**config.mk**
```make
export PLATFORM = sky130hd
export DESIGN_NAME = txq_sched
export DESIGN_NICKNAME = d
export VERILOG_FILES = /design/src/rtl/txq_sched_pkg.sv /design/src/rtl/txq_cfg_regs.sv /design/src/rtl/txq_ring_ptrs.sv /design/src/rtl/txq_arbiter.sv /design/src/rtl/txq_sched.sv
export SDC_FILE = /design/constraint.sdc
export NUM_CORES = 2
export LEC_CHECK = 0
export BUFFER_PORTS_ARGS = -buffer_cell sky130_fd_sc_hd__clkbuf_2
export CAP_MARGIN = 20
export CELL_PAD_IN_SITES_DETAIL_PLACEMENT = 1
export CELL_PAD_IN_SITES_GLOBAL_PLACEMENT = 1
export CORE_MARGIN = 2
export CORE_UTILIZATION = 44
export CTS_CLUSTER_DIAMETER = 150
export DETAILED_ROUTE_END_ITERATION = 8
export PLACE_DENSITY = 0.86
export SYNTH_ARGS = -nofsm -noshare
export SYNTH_HDL_FRONTEND = slang
export SYNTH_SLANG_ARGS = --single-unit
```
**constraint.sdc**
```tcl
create_clock -name clk -period 8.7 [get_ports clk]
set_input_delay 1.74 -clock clk [delete_from_list [all_inputs] [get_ports clk]]
set_output_delay 1.74 -clock clk [all_outputs]
set_load 0.01 [all_outputs]
```
**src/rtl/txq_sched_pkg.sv**
```systemverilog
package txq_sched_pkg;

    // Write target selected by host_sel
    typedef enum logic [2:0] {
        SEL_STATUS = 3'd0,
        SEL_CHEN   = 3'd1,
        SEL_EMPTY  = 3'd2,
        SEL_CHAIN  = 3'd3,
        SEL_IMASK  = 3'd4,
        SEL_WRIDX  = 3'd5,
        SEL_RDIDX  = 3'd6
    } host_sel_e;

    // Status word layout; neighbours decode these positions
    localparam int STAT_W       = 10;
    localparam int STAT_ACTIVE  = 0;
    localparam int STAT_CH_LSB  = 1;
    localparam int STAT_WSPACE  = 5;
    localparam int STAT_ACKWIN  = 8;
    localparam int STAT_EN_LSB  = 10;

    // Empty register layout
    localparam int EMPTY_MASK_LSB = 16;

endpackage

```
**src/rtl/txq_cfg_regs.sv**
```systemverilog
module txq_cfg_regs
    import txq_sched_pkg::*;
#(
    parameter int NUM_Q  = 16,
    parameter int NUM_CH = 8,
    parameter int QW     = $clog2(NUM_Q)
) (
    input  logic                           clk,
    input  logic                           rst_n,
    input  logic                           host_we,
    input  logic [2:0]                     host_sel,
    input  logic [QW-1:0]                  host_q,
    input  logic [31:0]                    host_wdata,
    output logic [NUM_Q-1:0][STAT_W-1:0]   stat,
    output logic [NUM_CH-1:0]              chan_en,
    output logic [NUM_Q-1:0]               chain,
    output logic [NUM_Q-1:0]               imask
);

    typedef struct packed {
        logic [NUM_Q-1:0][STAT_W-1:0] stat;
        logic [NUM_CH-1:0]            chen;
        logic [NUM_Q-1:0]             chain;
        logic [NUM_Q-1:0]             imask;
    } cfg_t;

    cfg_t cfg_d, cfg_q;
    host_sel_e sel;

    assign sel = host_sel_e'(host_sel);

    always_comb begin
        cfg_d = cfg_q;
        if (host_we) begin
            case (sel)
                SEL_STATUS: begin
                    for (int b = 0; b < STAT_W; b++) begin
                        if (host_wdata[STAT_EN_LSB + b]) begin
                            cfg_d.stat[host_q][b] = host_wdata[b];
                        end
                    end
                end
                SEL_CHEN:  cfg_d.chen  = host_wdata[NUM_CH-1:0];
                SEL_CHAIN: cfg_d.chain = host_wdata[NUM_Q-1:0];
                SEL_IMASK: cfg_d.imask = host_wdata[NUM_Q-1:0];
                default: ;
            endcase
        end
    end

    always_ff @(posedge clk) begin
        if (!rst_n) begin
            cfg_q <= '0;
        end else begin
            cfg_q <= cfg_d;
        end
    end

    assign stat    = cfg_q.stat;
    assign chan_en = cfg_q.chen;
    assign chain   = cfg_q.chain;
    assign imask   = cfg_q.imask;

    // Status bits whose enable was 0 keep their old value
    assert_stat_masked_R2: assert property (@(posedge clk) disable iff (!rst_n)
        (host_we && host_sel == SEL_STATUS) |=>
        ((cfg_q.stat[$past(host_q)] & ~$past(host_wdata[STAT_EN_LSB +: STAT_W])) ==
         ($past(cfg_q.stat[host_q]) & ~$past(host_wdata[STAT_EN_LSB +: STAT_W]))));

endmodule

```
**src/rtl/txq_ring_ptrs.sv**
```systemverilog
module txq_ring_ptrs
    import txq_sched_pkg::*;
#(
    parameter int NUM_Q = 16,
    parameter int IDX_W = 8,
    parameter int QW    = $clog2(NUM_Q)
) (
    input  logic                          clk,
    input  logic                          rst_n,
    input  logic                          host_we,
    input  logic [2:0]                    host_sel,
    input  logic [QW-1:0]                 host_q,
    input  logic [31:0]                   host_wdata,
    input  logic                          adv_en,
    input  logic [QW-1:0]                 adv_q,
    output logic [NUM_Q-1:0][IDX_W-1:0]   wr_idx,
    output logic [NUM_Q-1:0][IDX_W-1:0]   rd_idx,
    output logic [NUM_Q-1:0]              empty
);

    typedef struct packed {
        logic [NUM_Q-1:0][IDX_W-1:0] wr;
        logic [NUM_Q-1:0][IDX_W-1:0] rd;
        logic [NUM_Q-1:0]            empty;
    } ring_t;

    ring_t ring_d, ring_q;
    host_sel_e sel;
    logic [IDX_W-1:0] rd_next;

    assign sel     = host_sel_e'(host_sel);
    assign rd_next = ring_q.rd[adv_q] + 1'b1;

    always_comb begin
        ring_d = ring_q;
        if (host_we && sel == SEL_WRIDX) begin
            ring_d.wr[host_q]    = host_wdata[IDX_W-1:0];
            ring_d.empty[host_q] = (host_wdata[IDX_W-1:0] == ring_q.rd[host_q]);
        end
        if (host_we && sel == SEL_RDIDX) begin
            ring_d.rd[host_q]    = host_wdata[IDX_W-1:0];
            ring_d.empty[host_q] = (host_wdata[IDX_W-1:0] == ring_d.wr[host_q]);
        end
        if (adv_en) begin
            ring_d.rd[adv_q]    = rd_next;
            ring_d.empty[adv_q] = (rd_next == ring_d.wr[adv_q]);
        end
        if (host_we && sel == SEL_EMPTY) begin
            for (int q = 0; q < NUM_Q; q++) begin
                if (host_wdata[EMPTY_MASK_LSB + q]) begin
                    ring_d.empty[q] = host_wdata[q];
                end
            end
        end
    end

    always_ff @(posedge clk) begin
        if (!rst_n) begin
            ring_q.wr    <= '0;
            ring_q.rd    <= '0;
            ring_q.empty <= '1;
        end else begin
            ring_q <= ring_d;
        end
    end

    assign wr_idx = ring_q.wr;
    assign rd_idx = ring_q.rd;
    assign empty  = ring_q.empty;

    // An accepted grant moves the read index forward by exactly one
    assert_rd_step_R5: assert property (@(posedge clk) disable iff (!rst_n)
        (adv_en && !(host_we && sel == SEL_RDIDX)) |=>
        (ring_q.rd[$past(adv_q)] == IDX_W'($past(ring_q.rd[adv_q]) + 1'b1)));

endmodule

```
**src/rtl/txq_arbiter.sv**
```systemverilog
module txq_arbiter
    import txq_sched_pkg::*;
#(
    parameter int NUM_Q  = 16,
    parameter int NUM_CH = 8,
    parameter int IDX_W  = 8,
    parameter int QW     = $clog2(NUM_Q),
    parameter int CHW    = $clog2(NUM_CH),
    parameter logic [NUM_CH-1:0][CHW-1:0] CH_RANK = '0
) (
    input  logic [NUM_Q-1:0][STAT_W-1:0]  stat,
    input  logic [NUM_CH-1:0]             chan_en,
    input  logic [NUM_Q-1:0]              chain,
    input  logic [NUM_Q-1:0][IDX_W-1:0]   wr_idx,
    input  logic [NUM_Q-1:0][IDX_W-1:0]   rd_idx,
    input  logic [NUM_CH-1:0][QW-1:0]     rr_last,
    input  logic [NUM_CH-1:0]             rr_seen,
    output logic                          pick_valid,
    output logic [QW-1:0]                 pick_q,
    output logic [CHW-1:0]                pick_ch
);

    logic [NUM_Q-1:0][CHW-1:0] q_ch;
    logic [NUM_Q-1:0]          elig;
    logic [NUM_CH-1:0]         ch_pend;
    logic [QW-1:0]             last;
    logic                      keep;

    for (genvar g = 0; g < NUM_Q; g++) begin : g_elig
        assign q_ch[g] = stat[g][STAT_CH_LSB +: CHW];
        assign elig[g] = stat[g][STAT_ACTIVE]
                       & chan_en[q_ch[g]]
                       & (wr_idx[g] != rd_idx[g])
                       & (~stat[g][STAT_ACKWIN] | stat[g][STAT_WSPACE]);
    end

    always_comb begin
        ch_pend = '0;
        for (int q = 0; q < NUM_Q; q++) begin
            if (elig[q]) ch_pend[q_ch[q]] = 1'b1;
        end
    end

    // Fixed channel rank: entry 0 of CH_RANK is the strongest
    always_comb begin
        pick_ch = '0;
        for (int k = NUM_CH - 1; k >= 0; k--) begin
            if (ch_pend[CH_RANK[k]]) pick_ch = CH_RANK[k];
        end
    end

    assign pick_valid = |ch_pend;
    assign last       = rr_last[pick_ch];
    assign keep       = rr_seen[pick_ch] & chain[last] & elig[last]
                      & (q_ch[last] == pick_ch);

    // Round-robin among queues of the winning channel
    always_comb begin
        pick_q = last;
        for (int i = NUM_Q; i >= 1; i--) begin
            if (elig[(int'(last) + i) % NUM_Q] &&
                q_ch[(int'(last) + i) % NUM_Q] == pick_ch) begin
                pick_q = QW'((int'(last) + i) % NUM_Q);
            end
        end
        if (keep) pick_q = last;
    end

endmodule

```
**src/rtl/txq_sched.sv**
```systemverilog
module txq_sched
    import txq_sched_pkg::*;
#(
    parameter int NUM_Q  = 16,
    parameter int NUM_CH = 8,
    parameter int IDX_W  = 8,
    parameter logic [NUM_CH-1:0][$clog2(NUM_CH)-1:0] CH_RANK =
        {3'd7, 3'd6, 3'd5, 3'd0, 3'd1, 3'd2, 3'd3, 3'd4}
) (
    input  logic                      clk,
    input  logic                      rst_n,
    input  logic                      host_we,
    input  logic [2:0]                host_sel,
    input  logic [$clog2(NUM_Q)-1:0]  host_q,
    input  logic [31:0]               host_wdata,
    input  logic                      gnt_ready,
    output logic                      gnt_valid,
    output logic [$clog2(NUM_Q)-1:0]  gnt_queue,
    output logic [IDX_W-1:0]          gnt_index,
    output logic [$clog2(NUM_CH)-1:0] gnt_chan,
    output logic [NUM_Q-1:0]          rd_irq,
    output logic [NUM_Q-1:0]          q_empty
);

    localparam int QW  = $clog2(NUM_Q);
    localparam int CHW = $clog2(NUM_CH);

    typedef struct packed {
        logic                      valid;
        logic [QW-1:0]             q;
        logic [IDX_W-1:0]          idx;
        logic [CHW-1:0]            ch;
        logic [NUM_Q-1:0]          irq;
        logic [NUM_CH-1:0][QW-1:0] rr_last;
        logic [NUM_CH-1:0]         rr_seen;
    } gnt_t;

    gnt_t st_d, st_q;

    logic [NUM_Q-1:0][STAT_W-1:0] stat;
    logic [NUM_CH-1:0]            chan_en;
    logic [NUM_Q-1:0]             chain;
    logic [NUM_Q-1:0]             imask;
    logic [NUM_Q-1:0][IDX_W-1:0]  wr_idx;
    logic [NUM_Q-1:0][IDX_W-1:0]  rd_idx;
    logic                         pick_valid;
    logic [QW-1:0]                pick_q;
    logic [CHW-1:0]               pick_ch;
    logic                         accept;
    logic [NUM_Q-1:0]             act_vec;

    assign accept = st_q.valid & gnt_ready;

    txq_cfg_regs #(.NUM_Q(NUM_Q), .NUM_CH(NUM_CH)) u_cfg (
        .clk(clk), .rst_n(rst_n),
        .host_we(host_we), .host_sel(host_sel), .host_q(host_q),
        .host_wdata(host_wdata),
        .stat(stat), .chan_en(chan_en), .chain(chain), .imask(imask)
    );

    txq_ring_ptrs #(.NUM_Q(NUM_Q), .IDX_W(IDX_W)) u_ring (
        .clk(clk), .rst_n(rst_n),
        .host_we(host_we), .host_sel(host_sel), .host_q(host_q),
        .host_wdata(host_wdata),
        .adv_en(accept), .adv_q(st_q.q),
        .wr_idx(wr_idx), .rd_idx(rd_idx), .empty(q_empty)
    );

    txq_arbiter #(.NUM_Q(NUM_Q), .NUM_CH(NUM_CH), .IDX_W(IDX_W),
                  .CH_RANK(CH_RANK)) u_arb (
        .stat(stat), .chan_en(chan_en), .chain(chain),
        .wr_idx(wr_idx), .rd_idx(rd_idx),
        .rr_last(st_q.rr_last), .rr_seen(st_q.rr_seen),
        .pick_valid(pick_valid), .pick_q(pick_q), .pick_ch(pick_ch)
    );

    always_comb begin
        st_d     = st_q;
        st_d.irq = '0;
        if (accept) begin
            st_d.valid      = 1'b0;
            st_d.irq[st_q.q] = imask[st_q.q];
        end else if (!st_q.valid && pick_valid) begin
            st_d.valid            = 1'b1;
            st_d.q                = pick_q;
            st_d.ch               = pick_ch;
            st_d.idx              = rd_idx[pick_q];
            st_d.rr_last[pick_ch] = pick_q;
            st_d.rr_seen[pick_ch] = 1'b1;
        end
    end

    always_ff @(posedge clk) begin
        if (!rst_n) begin
            st_q         <= '0;
            st_q.rr_last <= '1;
        end else begin
            st_q <= st_d;
        end
    end

    assign gnt_valid = st_q.valid;
    assign gnt_queue = st_q.q;
    assign gnt_index = st_q.idx;
    assign gnt_chan  = st_q.ch;
    assign rd_irq    = st_q.irq;

    for (genvar g = 0; g < NUM_Q; g++) begin : g_act
        assign act_vec[g] = stat[g][STAT_ACTIVE];
    end

    assert_gnt_hold_R4: assert property (@(posedge clk) disable iff (!rst_n)
        (gnt_valid && !gnt_ready) |=>
        (gnt_valid && $stable(gnt_queue) && $stable(gnt_index) && $stable(gnt_chan)));

    assert_gap_after_accept_R5: assert property (@(posedge clk) disable iff (!rst_n)
        (gnt_valid && gnt_ready) |=> !gnt_valid);

    assert_gnt_active_R3: assert property (@(posedge clk) disable iff (!rst_n)
        $rose(gnt_valid) |-> ((($past(act_vec) >> gnt_queue) & 1) != 0));

    assert_gnt_chen_R11: assert property (@(posedge clk) disable iff (!rst_n)
        $rose(gnt_valid) |-> ((($past(chan_en) >> gnt_chan) & 1) != 0));

    assert_irq_onehot_R10: assert property (@(posedge clk) disable iff (!rst_n)
        $onehot0(rd_irq));

    assert_irq_cause_R10: assert property (@(posedge clk) disable iff (!rst_n)
        (rd_irq != '0) |-> $past(gnt_valid && gnt_ready));

endmodule

```
==> results.json <==
{
  "yosysWarnings": 0,
  "area_growth_pct": 16.56,
  "critPathBufInv": 6,
  "post-route-util": 0.5162,
  "outcome": "finished, final reports clean",
  "busiest_layer": "met2",
  "postCtsHoldBufs": 0,
  "dp_cells": 5846,
  "tns_ns": 0,
  "cts.clk_slew.worst_paths_ns": 0.07,
  "startpoint_type": "flip-flop",
  "hold_violations": 0,
  "nets": 4883,
  "drc": 0,
  "std_cell_rows": 106,
  "finalPower_mw": 5.141,
  "drt-initial-drc-count": 7056,
  "cts.sinks": 480,
  "grt_util_met2": 0.6801,
  "finClkSkew_ns": 0.06648,
  "final.period_utilization": 0.9888,
  "cts_root_buffer": "clkbuf_16",
  "grt_first_pass_wirelength_um": 307700,
  "die_area_um2": 86310,
  "fmax_mhz": 116.2,
  "vias_per_cell": 7.322,
  "cpMaxStageDelayCell": "nor4_2",
  "worst_ep_arrival_time_ns": 9.12,
  "ys_async_sr_fraction": 0,
  "gp_congestion": 1.064,
  "critPathMostFrequentCell": "buf_4",
  "tightest_slew_ns": 1.180,
  "grt_pass1_vias": 41580,
  "yosysMostFrequentCell": "nand2_1",
  "ir_worst_vdd_v": 0.0001586,
  "yosysUniqueCellTypes": 109,
  "crit_family": "compound AO/OA/AOI/OAI gates",
  "clock_latency_ns": 0.68,
  "grt_max_degree": 209,
  "p_per_area_nw_per_um2": 119.4,
  "routedWlPerCell_um": 36.83,
  "globalRouteMet1Util": 0.6412,
  "synth_area_leader_cell": "dfxtp_1",
  "static-leakage-power_nw": 17.40,
  "finalSetupViolations": 0,
  "worstHoldPathType": "flip-flop to flip-flop",
  "cts_inserted_buffers": 58,
  "synth-edff-count": 0,
  "drt_wl_total_um": 219700,
  "yosys-top-cells-area": "dfxtp_1, mux4_2, mux2i_1, nand2_1, a21oi_1",
  "relSlewSlack": 0.2104,
  "core_area_um2": 83420,
  "synth_common_cells": "nand2_1, dfxtp_1, nor2_1",
  "whs_ns": 0.4595,
  "fp.dieH_um": 293.8,
  "report.final.slew_viol_count": 0,
  "start_util": 0.4429,
  "num_vias": 43680,
  "synth-seq-cells": 480,
  "worstPathRequired_ns": 9.22,
  "min_period_ns": 8.603,
  "die_w_um": 293.8,
  "crit_fanout": 19,
  "htreeDepth": 2,
  "drive_above_1_share": 0.2089,
  "seq_area_frac_synth": 0.2601,
  "io_pins": 91,
  "cts_tree": "done",
  "grt.total_usage": 0.4925,
  "grt_util_met3": 0.2189,
  "cp-end-kind": "flip-flop",
  "crit_path_max_incr_delay_ns": 0.69,
  "syn_area_um2": 36950,
  "numPortBuffers": 90,
  "grt_overflow": 0,
  "dp_hpwl_um": 164800,
  "crit_type": "flip-flop to flip-flop",
  "syn_nets": 4664,
  "antenna_left": 0,
  "synth_top_area_share": 0.2601,
  "ctsLongestPathBuffers": 3,
  "fin_cells": 5966,
  "synthFlopType": "dfxtp_1",
  "first_pass_iters": 8,
  "antenna_found_initial": 15,
  "syn_avg_cell_area_um2": 8.010,
  "synthCells": 4613,
  "maxCapViolCount": 0
}
state kept, by name (all words and copies together) (netlist names):
signal / flops
u_cfg.imask: 16
gnt_valid: 1
gnt_chan: 3
u_ring.empty: 16
gnt_index: 8
u_ring.rd_idx: 128
gnt_queue: 4
u_cfg.stat: 96
u_cfg.chan_en: 8
u_cfg.chain: 16
u_ring.wr_idx: 128
rd_irq: 16
st_q: 40
where the power goes:
part | internal, mW | switching (mW) | total [mW] | leakage, nW
clock | 1.44 | 1.09 | 2.54 | 0.962
sequential | 2.21 | 0.0124 | 2.22 | 3.87
combinational | 0.0918 | 0.294 | 0.385 | 12.6
total | 3.74 | 1.40 | 5.14 | 17.4
area by class of cell:
cell class              instances  area [µm²]
clock inverters                18       182.7
flip-flops and latches        480        9618
inverters                      65       254.0
clock buffers                  88        1755
fillers                     10010       40360
multi-input cells            3605       25210
well taps                    1080        1351
diodes                          8       20.02
repair buffers                622        4674
routing by layer:
layer  vias to the layer above  part of all wire
met4                         8             0.063
met2                      3660              0.39
met1                     21670              0.38
met5                         -            0.0011
met3                       793              0.16
li1                      17550                 -
cells by family after synthesis:
logic type | Yosys count | synth area share
simple gates | 1664 | 0.2123
buf+inv | 528 | 0.06180
mux | 515 | 0.1962
xor+xnor | 207 | 0.04978
fa+ha+maj | 8 | 0.002709
flops | 480 | 0.2601
compound gates | 1211 | 0.2171
tightest hold or removal path, cell delays in order, from the launching register on:
cell and delay (ns):
dfxtp_1 0.31, nand2_1 0.05, a21oi_1 0.05
worst paths after layout:
path                       from        endpoint  slack [ns]  cells after the start
min              u_cfg.chain[4]  u_cfg.chain[4]        0.46                      2
max reg2reg  u_ring.wr_idx[103]    gnt_index[0]         0.1                     29
max          u_ring.wr_idx[103]    gnt_index[0]         0.1                     29
min reg2reg      u_cfg.chain[4]  u_cfg.chain[4]        0.46                      2
timing repair:
action | 4_1_cts | 5_1_grt
endpoints found under the setup margin | 0 | 11
resized for setup | 0 | 6
buffers inserted | 0 | 3
hold endpoints to repair | 0 | 0
per-stage QoR:
stage | instance area, µm² | setup WS, ns
3_3_place_gp | 41020 | 0.4530
2_1_floorplan | 36950 | 0.4303
4_1_cts | 42960 | 0.2985
5_1_grt | 43050 | -0.01018
3_5_place_dp | 41020 | 0.3320
6_report | 43070 | 0.09707
cell usage in the layout (no fill, tap or decap), drive strengths merged, types with 50 or more instances in the layout:
master,instances
nand2,547
buf,531
dfxtp,480
nor2,415
a21oi,350
mux2i,299
nand3,288
o21ai,273
clkbuf,178
mux4,162
xor2,135
a311oi,100
nor3,92
a211oi,90
xnor2,72
inv,65
o211ai,64
nand4,59
mux2,54
o22ai,50
Power figures use the tool's default switching activity.
